==> src/rtl/ppg_pkg.sv <==
package ppg_pkg;
  typedef enum logic {
    MODE_INTERVAL = 1'b0,
    MODE_PULSE    = 1'b1
  } ppg_mode_t;

  // Qualified compare hits: set only on a counting tick.
  typedef struct packed {
    logic hit_a;
    logic hit_b;
  } match_evt_t;
endpackage

==> src/rtl/ppg_compare_regs.sv <==
module ppg_compare_regs #(
  parameter int W = 16
) (
  input  logic         clk,
  input  logic         rst,
  input  logic         wr_a,
  input  logic         wr_b,
  input  logic [W-1:0] wr_data,
  input  logic         dbuf_en,
  input  logic         load,
  output logic [W-1:0] cmp_a_o,
  output logic [W-1:0] cmp_b_o
);
  logic [W-1:0] shadow_q;
  logic [W-1:0] act_a_q;
  logic [W-1:0] act_b_q;

  always_ff @(posedge clk) begin
    if (rst) begin
      shadow_q <= '0;
      act_a_q  <= '0;
      act_b_q  <= '0;
    end else begin
      if (wr_a) shadow_q <= wr_data;
      if (wr_a && !dbuf_en)
        act_a_q <= wr_data;
      else if (load && dbuf_en)
        act_a_q <= shadow_q;
      if (wr_b) act_b_q <= wr_data;
    end
  end

  assign cmp_a_o = act_a_q;
  assign cmp_b_o = act_b_q;

  // direct write lands at the edge
  assert_direct_write_R7: assert property (@(posedge clk) disable iff (rst)
    (wr_a && !dbuf_en) |=> (cmp_a_o == $past(wr_data)));

  // buffered write leaves the active compare alone until the period boundary
  assert_shadow_hold_R8: assert property (@(posedge clk) disable iff (rst)
    (wr_a && dbuf_en && !load) |=> $stable(cmp_a_o));
endmodule

==> src/rtl/ppg_counter.sv <==
module ppg_counter
  import ppg_pkg::*;
#(
  parameter int W = 16
) (
  input  logic         clk,
  input  logic         rst,
  input  logic         run,
  input  logic         tick,
  input  logic [W-1:0] cmp_a,
  input  logic [W-1:0] cmp_b,
  output match_evt_t   evt_o
);
  logic [W-1:0] cnt_q;
  logic         step;
  logic         at_end;

  assign step   = run && tick;
  assign at_end = (cnt_q == cmp_b);

  always_ff @(posedge clk) begin
    if (rst || !run)
      cnt_q <= '0;
    else if (tick)
      cnt_q <= at_end ? '0 : cnt_q + 1'b1;
  end

  always_comb begin
    evt_o.hit_a = step && (cnt_q == cmp_a);
    evt_o.hit_b = step && at_end;
  end

  // stopped counter sits at zero
  assert_stop_clears_R2: assert property (@(posedge clk) disable iff (rst)
    !run |=> (cnt_q == '0));

  // end-of-period tick returns to zero
  assert_period_wrap_R1: assert property (@(posedge clk) disable iff (rst)
    (run && tick && (cnt_q == cmp_b)) |=> (cnt_q == '0));

  // no tick, no movement
  assert_hold_no_tick_R1: assert property (@(posedge clk) disable iff (rst)
    (run && !tick) |=> $stable(cnt_q));
endmodule

==> src/rtl/ppg_out_stage.sv <==
module ppg_out_stage
  import ppg_pkg::*;
(
  input  logic       clk,
  input  logic       rst,
  input  logic       run,
  input  ppg_mode_t  mode,
  input  logic       pol,
  input  match_evt_t evt,
  input  logic       irq_en_a,
  input  logic       irq_en_b,
  output logic       pulse_o,
  output logic       irq_a_o,
  output logic       irq_b_o
);
  logic ff_q;
  logic irq_a_q;
  logic irq_b_q;

  always_ff @(posedge clk) begin
    if (rst) begin
      ff_q    <= 1'b0;
      irq_a_q <= 1'b0;
      irq_b_q <= 1'b0;
    end else begin
      if (!run || mode != MODE_PULSE)
        ff_q <= pol;
      else if (evt.hit_a ^ evt.hit_b)
        ff_q <= ~ff_q;
      irq_a_q <= evt.hit_a && irq_en_a;
      irq_b_q <= evt.hit_b && irq_en_b;
    end
  end

  assign pulse_o = ff_q;
  assign irq_a_o = irq_a_q;
  assign irq_b_o = irq_b_q;

  // stopped output shows the idle level
  assert_stop_idle_R2: assert property (@(posedge clk) disable iff (rst)
    !run |=> (pulse_o == $past(pol)));

  // interval mode never drives the pin away from idle
  assert_interval_idle_R5: assert property (@(posedge clk) disable iff (rst)
    (mode == MODE_INTERVAL) |=> (pulse_o == $past(pol)));

  // interrupts only when enabled
  assert_irq_a_gate_R6: assert property (@(posedge clk) disable iff (rst)
    irq_a_o |-> $past(irq_en_a));
  assert_irq_b_gate_R6: assert property (@(posedge clk) disable iff (rst)
    irq_b_o |-> $past(irq_en_b));

  // running pulse output moves only on a compare hit
  assert_no_spurious_toggle_R9: assert property (@(posedge clk) disable iff (rst)
    (run && mode == MODE_PULSE && !evt.hit_a && !evt.hit_b) |=> $stable(pulse_o));
endmodule

==> src/rtl/ppg_timer.sv <==
module ppg_timer
  import ppg_pkg::*;
#(
  parameter int W = 16
) (
  input  logic         clk,
  input  logic         rst,
  input  logic         tick_i,
  input  logic         run_i,
  input  logic         mode_i,
  input  logic         pol_i,
  input  logic         dbuf_en_i,
  input  logic         wr_a_i,
  input  logic         wr_b_i,
  input  logic [W-1:0] wr_data_i,
  input  logic         irq_en_a_i,
  input  logic         irq_en_b_i,
  output logic         pulse_o,
  output logic         irq_a_o,
  output logic         irq_b_o
);
  logic [W-1:0] cmp_a;
  logic [W-1:0] cmp_b;
  match_evt_t   evt;
  ppg_mode_t    mode;

  assign mode = ppg_mode_t'(mode_i);

  ppg_compare_regs #(.W(W)) u_regs (
    .clk     (clk),
    .rst     (rst),
    .wr_a    (wr_a_i),
    .wr_b    (wr_b_i),
    .wr_data (wr_data_i),
    .dbuf_en (dbuf_en_i),
    .load    (evt.hit_b),
    .cmp_a_o (cmp_a),
    .cmp_b_o (cmp_b)
  );

  ppg_counter #(.W(W)) u_cnt (
    .clk   (clk),
    .rst   (rst),
    .run   (run_i),
    .tick  (tick_i),
    .cmp_a (cmp_a),
    .cmp_b (cmp_b),
    .evt_o (evt)
  );

  ppg_out_stage u_out (
    .clk      (clk),
    .rst      (rst),
    .run      (run_i),
    .mode     (mode),
    .pol      (pol_i),
    .evt      (evt),
    .irq_en_a (irq_en_a_i),
    .irq_en_b (irq_en_b_i),
    .pulse_o  (pulse_o),
    .irq_a_o  (irq_a_o),
    .irq_b_o  (irq_b_o)
  );

  // reset clears all outputs
  assert_reset_outputs_R10: assert property (@(posedge clk)
    rst |=> (!pulse_o && !irq_a_o && !irq_b_o));
endmodule

==> config.mk <==
export PLATFORM = sky130hd
export DESIGN_NAME = ppg_timer
export DESIGN_NICKNAME = d
export VERILOG_FILES = /design/src/rtl/ppg_pkg.sv /design/src/rtl/ppg_compare_regs.sv /design/src/rtl/ppg_counter.sv /design/src/rtl/ppg_out_stage.sv /design/src/rtl/ppg_timer.sv
export SDC_FILE = /design/constraint.sdc
export NUM_CORES = 1
export LEC_CHECK = 0
export ABC_AREA = 1
export BUFFER_PORTS_ARGS = -buffer_cell sky130_fd_sc_hd__buf_2
export CAP_MARGIN = 20
export CELL_PAD_IN_SITES_DETAIL_PLACEMENT = 1
export CELL_PAD_IN_SITES_GLOBAL_PLACEMENT = 1
export CORE_MARGIN = 4
export CORE_UTILIZATION = 43
export CTS_BUF_LIST = sky130_fd_sc_hd__clkbuf_8
export CTS_CLUSTER_SIZE = 30
export DETAILED_ROUTE_END_ITERATION = 10
export MAX_ROUTING_LAYER = met4
export PLACE_DENSITY_LB_ADDON = 0.05
export SETUP_SLACK_MARGIN = 0.02
export SYNTH_ARGS = -nofsm -noshare
export SYNTH_HDL_FRONTEND = slang
export SYNTH_HIERARCHICAL = 1
export SYNTH_SLANG_ARGS = --single-unit
==> constraint.sdc <==
create_clock -name clk -period 2.8 [get_ports clk]
set_input_delay 0.28 -clock clk [delete_from_list [all_inputs] [get_ports clk]]
set_output_delay 0.28 -clock clk [all_outputs]
set_load 0.02 [all_outputs]
==> out/metrics.csv <==
stage;metric;value;unit
status;outcome;complete, no violations;
global_route;antenna_found_initial;0;
worst_setup_path;critPathMaxFanout;12;
logic_synthesis;synth_area_per_cell;6.84;µm²
logic_synthesis;ys_ff_latch;67;
worst_setup_path;start_kind;register;
worst_setup_path;r2r-start;u_cnt/cnt_q[2];
worst_setup_path;end_kind;register;
logic_synthesis;synth_largest_area_cell;dfxtp_1;
sta;fmax;459;MHz
logic_synthesis;synth_cell_types;35;
worst_hold_path;hp-class;input port to register;
logic_synthesis;syn_area;3500;µm²
placement;dp.cells;625;
power_and_ir_drop;clkPwrFrac;0.385;
floorplanning;io_pins;30;
floorplanning;initial_utilization;0.449;
sta;rsz0062_at_grt;false;
global_route;grt-busiest-layer;met2;
flow_run;maxCapViolCount;0;
global_route;gr-total-overflow;0;
cts;cts_max_level;3;
layout;fin_nets;562;
worst_setup_path;cp-startpoint;u_cnt/cnt_q[2];
layout;layout-drive-gt1-share;0.153;
sta;worst_slew_pin_slew;0.655;ns
worst_setup_path;rr_worst_depth;13;
global_route;grt_util_met2;0.358;
cts;clockBufferDepth;2;
route;vias;3249;
sta;slew_headroom;0.563;
sta;min_period;2.18;ns
sta;fin_crit_sh;0.778;
cts;cts_made_buffers;9;
floorplanning;die_width;98.2;µm
logic_synthesis;synth_warnings;6;
global_route;grt_pass1_vias;3317;
power_and_ir_drop;intPower;1.47;mW
sta;setup-violations-final;0;
worst_hold_path;whs_path_depth;3;
layout;area_growth;8.57;%
cts;postCtsHoldBufs;0;
logic_synthesis;synth.area.top_cells;dfxtp_1 (38%), nand2_1 (11%), nor2_1 (11%), nand3_1 (7.4%), inv_1 (5.9%);
sta;holdWs;0.143;ns
route;drt-total-wl;9850;µm
power_and_ir_drop;pwr-share-seq;0.507;
route;drt_pass1_iterations;4;
logic_synthesis;synthCells;512;
cts;cts_tree;built;
sta;fin_tns_setup;0;ns
power_and_ir_drop;p_sw;557;µW
logic_synthesis;synth-seq-area-share;0.383;
worst_setup_path;cp.arrival;2.46;ns
placement;place.gp.congestion;0.838;
power_and_ir_drop;pwr-share-comb;0.108;
worst_setup_path;required;3.08;ns
power_and_ir_drop;peakVddDrop;0.000295;V
cts;clk_pin_slew;0.08;ns
sta;skew;0.00893;ns
sta;maxSlewViolCount;0;
power_and_ir_drop;leakage;1.64;nW
route;drc;0;
logic_synthesis;synth.top_cell.area_share;0.383;
floorplanning;die_h;98.2;µm
cts;cts_sinks;67;
route;drtAntennaViolNets;0;
placement;port_buffers;29;
route;wl_per_cell;15.4;µm
cts;ctsResizeCount;0;
sta;finalHoldViolations;0;
power_and_ir_drop;p_per_area;534;nW/µm²
layout;antenna_cells;0;
layout;layout.cells.most_common;nand2_1;
cts;cts_root_buffer;clkbuf_8;
power_and_ir_drop;sw_frac_of_total;0.274;
worst_setup_path;crit_type;register to register;
route;drt-initial-drc-count;99;
placement;dpl_cell_area;3620;µm²
floorplanning;die_area;9650;µm²
layout;layout_common_cells;nand2_1 (103), nor2_1 (100), dfxtp_1 (67), inv_1 (55), nand3_1 (52);
floorplanning;fp-row-count;32;
global_route;grt_pass1_wl;16400;µm
global_route;grtUsageTotal;0.217;
route;viasPerCell;5.08;
global_route;use_met1;0.271;
global_route;grt.met3_usage;0.0493;
cts;postCtsSetupBuffers;0;
global_route;grt_max_degree;30;
floorplanning;core_area;7810;µm²
cts;clkLatencyLatePin;0.35;ns
placement;dp_hpwl;7270;µm
layout;final_cell_area;3800;µm²
worst_hold_path;hp-start;irq_en_a_i;
layout;final_cells;639;
logic_synthesis;syn-num-nets;540;
==> routing by layer <==
metal  vias to the layer above  routed length, µm  share of wire
met2                        36               4730           0.48
met4                         0                127          0.013
met1                      1561               4710           0.48
li1                       1640                  -              -
met3                        12                283          0.029
met5                         -                  0              0
==> metrics by stage <==
stage                     setup WS [ns]  power (mW)  utilization
after CTS                         0.623        2.05        0.487
after global placement            0.747        1.26        0.464
final                             0.622        2.03        0.487
after global routing              0.392        2.13        0.487
after floorplan                    1.01        1.20            -
after detailed placement          0.669        1.27        0.464
==> final cells by class <==
type | instances | area (µm²)
Multi-Input combinational cell | 363 | 1760
Clock inverter | 5 | 56.3
Fill cell | 1058 | 4010
Tap cell | 102 | 128
Clock buffer | 9 | 124
Inverter | 63 | 241
Timing Repair Buffer | 30 | 153
Sequential cell | 67 | 1340
==> Yosys cell counts (all sizes together) <==
cell / count
nor2: 114
nand2: 107
dfxtp: 67
inv: 63
nand3: 54
o21ai: 35
a21oi: 22
buf: 15
xor2: 13
xnor2: 5
clkbuf: 4
nand4: 3
nor3: 2
o22ai: 2
or2: 2
a211oi: 1
ha: 1
nand3b: 1
o211ai: 1
==> worst paths after layout <==
path,to,slack (ns)
hold / removal,u_out/irq_a_o,0.14
setup / recovery,u_regs/cmp_a_o[9],0.62
setup reg to reg,u_regs/cmp_a_o[9],0.62
hold reg to reg,u_regs/shadow_q[11],0.47
==> power groups by stage <==
stage          sequential (mW)  clock [mW]  combinational, mW
2_1_floorplan             1.04           0              0.163
3_3_place_gp              1.05           0              0.211
3_5_place_dp              1.05           0              0.217
4_1_cts                   1.03       0.803              0.219
5_1_grt                   1.04       0.846              0.246
6_report                  1.03       0.781              0.219
==> kinds of logic (layout without fill, tap and decap cells) <==
logic type	after synthesis	count (layout)	synth area share
buffers and inverters	82	107	0.115
XOR/XNOR	18	18	0.0450
AO/OA/AOI/OAI	61	61	0.0990
flip-flops	67	67	0.383
AND/OR/NAND/NOR	283	283	0.355
adder cells (fa/ha/maj)	1	1	0.00357
==> worst max-delay path: stages (launching register included) <==
cell	delay [ns]
dfxtp_1	0.45
inv_1	0.11
nand2_1	0.11
nand2_1	0.06
nor2_1	0.10
nand2_1	0.06
nor2_2	0.09
nand3_2	0.10
nor2_1	0.41
buf_4	0.29
nand3_1	0.10
nand2_1	0.09
inv_1	0.05
a21oi_2	0.10
==> state kept, by name, indices dropped and copies added, names as in the netlist <==
name and flops:
u_cnt/cnt_q 16, u_out/pulse_o 1, u_regs/cmp_a_o 16, u_regs/shadow_q 16
u_out/irq_a_o 1, u_out/irq_b_o 1, u_regs/cmp_b_o 16
Note: power is estimated with default switching activity, not from simulation.
